===== src/rtl/bus_rule_pkg.sv =====
package bus_rule_pkg;

  localparam int RULE_COUNT = 4;
  localparam int HIT_W      = $clog2(RULE_COUNT + 1);

  // rule bit positions, shared by the ledger outputs
  localparam int RULE_SEL       = 0;
  localparam int RULE_STOP_HOLD = 1;
  localparam int RULE_IRDY_WAIT = 2;
  localparam int RULE_TRDY_HOLD = 3;

  // one active-high snapshot of the handshake pins
  typedef struct packed {
    logic frame;
    logic irdy;
    logic trdy;
    logic devsel;
    logic stop;
    logic master;
  } busSampleT;

  // strobes from the rule evaluator to the ledger
  typedef struct packed {
    logic [RULE_COUNT-1:0] fire;
    logic [RULE_COUNT-1:0] viol;
  } ruleStrobesT;

endpackage


===== src/rtl/bus_rule_front.sv =====
module bus_rule_front
  import bus_rule_pkg::*;
#(
  parameter int CNT_W = 3
) (
  input  logic             clk,
  input  logic             rst,
  input  logic             frameN,
  input  logic             irdyN,
  input  logic             trdyN,
  input  logic             devselN,
  input  logic             stopN,
  input  logic             isMaster,
  output busSampleT        curS,
  output logic [CNT_W-1:0] waitCnt
);

  localparam logic [CNT_W-1:0] CNT_MAX = {CNT_W{1'b1}};

  busSampleT        sampleQ;
  logic [CNT_W-1:0] cntQ;
  logic             waiting;

  // pins become active high at the register input
  always_ff @(posedge clk) begin
    if (rst) begin
      sampleQ <= '0;
    end else begin
      sampleQ.frame  <= ~frameN;
      sampleQ.irdy   <= ~irdyN;
      sampleQ.trdy   <= ~trdyN;
      sampleQ.devsel <= ~devselN;
      sampleQ.stop   <= ~stopN;
      sampleQ.master <= isMaster;
    end
  end

  // cntQ holds how many earlier consecutive samples waited on irdy
  assign waiting = sampleQ.frame && !sampleQ.irdy;

  always_ff @(posedge clk) begin
    if (rst) begin
      cntQ <= '0;
    end else if (!waiting) begin
      cntQ <= '0;
    end else if (cntQ != CNT_MAX) begin
      cntQ <= cntQ + 1'b1;
    end
  end

  assign curS    = sampleQ;
  assign waitCnt = cntQ;

  a_r10_cnt_clear: assert property (@(posedge clk) disable iff (rst)
    (!curS.frame || curS.irdy) |=> (waitCnt == '0));

  a_r10_cnt_saturate: assert property (@(posedge clk) disable iff (rst)
    (waitCnt == CNT_MAX && curS.frame && !curS.irdy) |=> (waitCnt == CNT_MAX));

endmodule


===== src/rtl/bus_rule_eval.sv =====
module bus_rule_eval
  import bus_rule_pkg::*;
#(
  parameter int CNT_W = 3
) (
  input  logic             clk,
  input  logic             rst,
  input  busSampleT        curS,
  input  logic [CNT_W-1:0] waitCnt,
  output ruleStrobesT      strobes
);

  localparam logic [CNT_W-1:0] CNT_MAX = {CNT_W{1'b1}};

  // triggers that come from the previous sample, held one cycle
  logic [RULE_COUNT-1:1] armNext;
  logic [RULE_COUNT-1:1] armQ;
  logic [RULE_COUNT-1:0] demand;
  logic                  phaseOpen;

  assign phaseOpen = curS.trdy && !curS.irdy && !curS.stop;

  always_comb begin
    armNext                 = '0;
    armNext[RULE_STOP_HOLD] = curS.trdy && curS.stop;
    armNext[RULE_IRDY_WAIT] = curS.master && curS.frame && !curS.irdy
                              && (waitCnt == CNT_MAX);
    armNext[RULE_TRDY_HOLD] = phaseOpen;
  end

  always_ff @(posedge clk) begin
    if (rst) armQ <= '0;
    else     armQ <= armNext;
  end

  // demand placed on the present sample by each rule
  always_comb begin
    demand                 = '0;
    demand[RULE_SEL]       = curS.devsel;
    demand[RULE_STOP_HOLD] = curS.stop;
    demand[RULE_IRDY_WAIT] = curS.irdy;
    demand[RULE_TRDY_HOLD] = curS.trdy;
  end

  always_comb begin
    strobes.fire           = '0;
    strobes.fire[RULE_SEL] = curS.trdy;
    for (int r = 1; r < RULE_COUNT; r++) begin
      strobes.fire[r] = armQ[r];
    end
    strobes.viol = strobes.fire & ~demand;
  end

  a_r3_stop_hold_armed: assert property (@(posedge clk) disable iff (rst)
    (curS.trdy && curS.stop) |=> strobes.fire[RULE_STOP_HOLD]);

  a_r5_trdy_hold_armed: assert property (@(posedge clk) disable iff (rst)
    (curS.trdy && !curS.irdy && !curS.stop) |=> strobes.fire[RULE_TRDY_HOLD]);

  a_r4_wait_armed_only_as_master: assert property (@(posedge clk) disable iff (rst)
    !curS.master |=> !strobes.fire[RULE_IRDY_WAIT]);

endmodule


===== src/rtl/bus_rule_ledger.sv =====
module bus_rule_ledger
  import bus_rule_pkg::*;
(
  input  logic                  clk,
  input  logic                  rst,
  input  ruleStrobesT           strobes,
  output logic [RULE_COUNT-1:0] errBits,
  output logic [RULE_COUNT-1:0] hitBits,
  output logic                  errAny,
  output logic [HIT_W-1:0]      hitTotal
);

  logic [RULE_COUNT-1:0] errQ;
  logic [RULE_COUNT-1:0] hitQ;

  for (genvar g = 0; g < RULE_COUNT; g++) begin : gRule
    always_ff @(posedge clk) begin
      if (rst) begin
        errQ[g] <= 1'b0;
        hitQ[g] <= 1'b0;
      end else begin
        if (strobes.viol[g]) errQ[g] <= 1'b1;
        if (strobes.fire[g]) hitQ[g] <= 1'b1;
      end
    end

    a_r7_err_sticky: assert property (@(posedge clk) disable iff (rst)
      errQ[g] |=> errQ[g]);

    a_r7_viol_latches: assert property (@(posedge clk) disable iff (rst)
      strobes.viol[g] |=> errQ[g]);

    a_r8_hit_latches: assert property (@(posedge clk) disable iff (rst)
      strobes.fire[g] |=> hitQ[g]);

    a_r6_viol_needs_fire: assert property (@(posedge clk) disable iff (rst)
      strobes.viol[g] |-> strobes.fire[g]);
  end

  always_comb begin
    hitTotal = '0;
    for (int r = 0; r < RULE_COUNT; r++) begin
      hitTotal = hitTotal + HIT_W'(hitQ[r]);
    end
  end

  assign errBits = errQ;
  assign hitBits = hitQ;
  assign errAny  = |errQ;

endmodule


===== src/rtl/bus_rule_monitor.sv =====
module bus_rule_monitor
  import bus_rule_pkg::*;
#(
  parameter int CNT_W = 3
) (
  input  logic                  clk,
  input  logic                  rst,
  input  logic                  frameN,
  input  logic                  irdyN,
  input  logic                  trdyN,
  input  logic                  devselN,
  input  logic                  stopN,
  input  logic                  isMaster,
  output logic [RULE_COUNT-1:0] ruleErr,
  output logic                  anyErr,
  output logic [RULE_COUNT-1:0] ruleHit,
  output logic [HIT_W-1:0]      hitCount
);

  busSampleT        curS;
  logic [CNT_W-1:0] waitCnt;
  ruleStrobesT      strobes;

  bus_rule_front #(.CNT_W(CNT_W)) uFront (
    .clk     (clk),
    .rst     (rst),
    .frameN  (frameN),
    .irdyN   (irdyN),
    .trdyN   (trdyN),
    .devselN (devselN),
    .stopN   (stopN),
    .isMaster(isMaster),
    .curS    (curS),
    .waitCnt (waitCnt)
  );

  bus_rule_eval #(.CNT_W(CNT_W)) uEval (
    .clk    (clk),
    .rst    (rst),
    .curS   (curS),
    .waitCnt(waitCnt),
    .strobes(strobes)
  );

  bus_rule_ledger uLedger (
    .clk     (clk),
    .rst     (rst),
    .strobes (strobes),
    .errBits (ruleErr),
    .hitBits (ruleHit),
    .errAny  (anyErr),
    .hitTotal(hitCount)
  );

endmodule


===== config.mk =====
export PLATFORM = sky130hd
export DESIGN_NAME = bus_rule_monitor
export DESIGN_NICKNAME = d
export VERILOG_FILES = /design/src/rtl/bus_rule_pkg.sv /design/src/rtl/bus_rule_front.sv /design/src/rtl/bus_rule_eval.sv /design/src/rtl/bus_rule_ledger.sv /design/src/rtl/bus_rule_monitor.sv
export SDC_FILE = /design/constraint.sdc
export NUM_CORES = 1
export LEC_CHECK = 0
export BUFFER_PORTS_ARGS = -buffer_cell sky130_fd_sc_hd__buf_2
export CAP_MARGIN = 20
export CORE_MARGIN = 1.5
export CORE_UTILIZATION = 47
export CTS_CLUSTER_DIAMETER = 200
export CTS_CLUSTER_SIZE = 12
export DETAILED_ROUTE_END_ITERATION = 8
export PLACE_DENSITY = 0.72
export SYNTH_ARGS = -nofsm -noshare
export SYNTH_HDL_FRONTEND = slang
export SYNTH_SLANG_ARGS = --single-unit
export TNS_END_PERCENT = 10

===== constraint.sdc =====
create_clock -name clk -period 1.7 [get_ports clk]
set_clock_uncertainty 0.2 [all_clocks]
set_input_delay 0.085 -clock clk [delete_from_list [all_inputs] [get_ports clk]]
set_output_delay 0.085 -clock clk [all_outputs]
set_load 0.01 [all_outputs]

==> results.sh <==
export IMPL_cts_made_buffers=3
export IMPL_p_leak_nw=0.461
export IMPL_placed_area_um2=781
export IMPL_synth_xor_area_share_pct=1.28
export IMPL_finalWorstSetupSlack_ns=-0.208
export IMPL_postRouteAntennaNets=0
export IMPL_slew_headroom_pct=79.9
export IMPL_fp_dieW_um=41.1
export IMPL_rsz0062_at_grt="yes"
export IMPL_coreArea_um2=1330
export IMPL_syn_area_um2=682
export IMPL_powerDensity_nw_per_um2=845
export IMPL_antenna_cells=0
export IMPL_dp_worst_setup_slack_ns=0.0379
export IMPL_yosys_warnings=0
export IMPL_worstPathRequired_ns=1.41
export IMPL_drv_cap=0
export IMPL_placementRows=13
export IMPL_critPathKind="reg -> out"
export IMPL_cts_tree="done"
export IMPL_start_util_pct=51.1
export IMPL_synth_nets=79
export IMPL_ios=20
export IMPL_status="finished, violations left"
export IMPL_track_usage_pct=16.2
export IMPL_clockBufferDepth=2
export IMPL_overflow=0
export IMPL_synth_top_family_by_area="simple AND/OR/NAND/NOR gates"
export IMPL_peakVddDrop_mv=0.495
export IMPL_antenna_found_initial=0
export IMPL_cts_root_buf="clkbuf_4"
export IMPL_ys_seq_area_share_pct=58.7
export IMPL_netlist_instances=66
export IMPL_crit_path_end_kind="primary output"
export IMPL_synth_mux_area_fraction_pct=2.94
export IMPL_tns_ns=-0.427
export IMPL_tightestPinTransition_ns=0.301
export IMPL_max_freq_ghz=0.524
export IMPL_synthAdderAreaFrac_pct=10.3
export IMPL_grt_start_max_net_pins=18
export IMPL_hold_viol=0
export IMPL_clk_pin_slew_ns=0.11
export IMPL_dieArea_um2=1690
export IMPL_clk_latency_ns=0.29
export IMPL_grt_first_pass_wirelength_mm=1.73
export IMPL_layout_nets=115
export IMPL_port_buffers=19
export IMPL_drt_wl_total_mm=1.22
export IMPL_setup_viol=3
export IMPL_synth_seq_cells=20
export IMPL_slew_violations=0
export IMPL_power_total_mw=0.848
export IMPL_fin_hold_ws_ns=0.229
export IMPL_drt_iter0_drc=5
export IMPL_violations="negative setup slack"
export IMPL_crit_fanout=2
export IMPL_viasPerCell=4.61
export IMPL_areaGrowthSynthToFinish_pct=47.2
export IMPL_final_cell_mix="nor2_1 (18), dfxtp_1 (18), buf_2 (16)"
export IMPL_syn_area_per_cell_um2=10.3
export IMPL_via_count=535
export IMPL_drive_above_1_share_pct=29.7
export IMPL_die_h_um=41.1
export IMPL_fin_crit_sh_pct=112
export IMPL_h_tree_depth=1
export IMPL_drt_wirelength_per_cell_um=10.5
export IMPL_grt_pass1_vias=453
export IMPL_period_minus_slack_ns=1.91
export IMPL_place_congestion=0.671
export IMPL_synth_simple_area_share_pct=19.4
export IMPL_synth_compound_area_share_pct=2.94
export IMPL_min_path_type="reg -> reg"
export IMPL_drc=0
export IMPL_clock_sinks=20
export IMPL_final_area_um2=1000
export IMPL_start_kind="register"
export IMPL_ys_types=16
export IMPL_cp_arrival_ns=1.62
export IMPL_first_pass_iters=4
==> per-layer routing <==
metal / vias to the layer above / share of wire, % / global-route usage (%)
li1: 278 / - / -
met1: 242 / 46 / 20.7
met2: 13 / 50 / 26.2
met3: 2 / 3.4 / 3.26
met4: 0 / 0.41 / 7.26
met5: - / 0 / 0
==> path summary, 6_finish.rpt <==
| path | start | end | slack (ns) | cells past startpoint |
|---|---|---|---|---|
| max reg2reg | uFront.waitCnt[0]$_SDFFE_PP0P_ | uFront.waitCnt[2]$_SDFFE_PP0P_ | 0.35 | 4 |
| min reg2reg | uFront.curS[0]$_SDFF_PP0_ | uEval.armQ[2]$_SDFF_PP0_ | 0.23 | 2 |
| max | uLedger.hitBits[0]$_SDFFE_PP0P_ | hitCount[1] | -0.21 | 4 |
| min | uFront.curS[0]$_SDFF_PP0_ | uEval.armQ[2]$_SDFF_PP0_ | 0.23 | 2 |
==> worst max-delay path, cell delays in order, from the launching register on <==
cell and delay (ns):
dfxtp_2 0.36, ha_4 0.24, fa_2 0.37, ha_4 0.28, buf_6 0.09
==> logic make-up (layout without fill, tap and decap cells) <==
kind of cell	after synthesis	after routing
compound gates	4	4
xor+xnor	1	1
fa+ha+maj	5	5
buf+inv	6	41
flops	20	20
mux	2	2
simple gates	28	28
==> flip-flops by register name, summed over array words and instances, names as in the netlist <==
register and flops:
uFront.waitCnt 3, uFront.curS 6, uLedger.errBits 4, uEval.armQ 3, uLedger.hitBits 4
==> Yosys cell counts, drive strengths merged <==
library cell | instances | area (um^2)
nand2 | 2 | 7.51
dfxtp | 20 | 400
xor2 | 1 | 8.76
clkbuf | 1 | 3.75
nand4 | 1 | 6.26
nand2b | 4 | 25.0
buf | 1 | 11.3
a21oi | 4 | 20.0
nor2b | 1 | 6.26
fa | 1 | 20.0
nor4b | 1 | 8.76
mux2i | 2 | 20.0
inv | 4 | 15.0
nor2 | 18 | 67.6
or3b | 1 | 11.3
ha | 4 | 50.1
==> metrics by stage <==
stage,std cells,utilization [%]
2_1_floorplan,66,-
3_3_place_gp,98,58.5
3_5_place_dp,98,58.5
4_1_cts,116,73.4
5_1_grt,116,75.2
6_report,116,75.2
==> final cells by class <==
type | count | area (um^2)
fillers | 92 | 330
well taps | 15 | 18.8
clock buffers | 4 | 36.3
multi-input cells | 40 | 279
repair buffers | 33 | 251
inverters | 4 | 15.0
flip-flops and latches | 20 | 403
==> what timing repair did <==
action | CTS | global route
cloned | 0 | 0
hold buffers | 13 | 0
endpoints found under the setup margin | 3 | 3
setup buffers | 1 | 0
hold endpoints to repair | 16 | 0
resized for setup | 5 | 3
pin swaps | 0 | 1
==> report_power, final <==
group          total, mW  internal (mW)  switching (mW)  leakage (nW)
clock network      0.265          0.130           0.135        0.0210
logic             0.0882         0.0543          0.0339         0.275
registers          0.495          0.485         0.00998         0.164
Note: power is estimated with default switching activity, not from simulation.
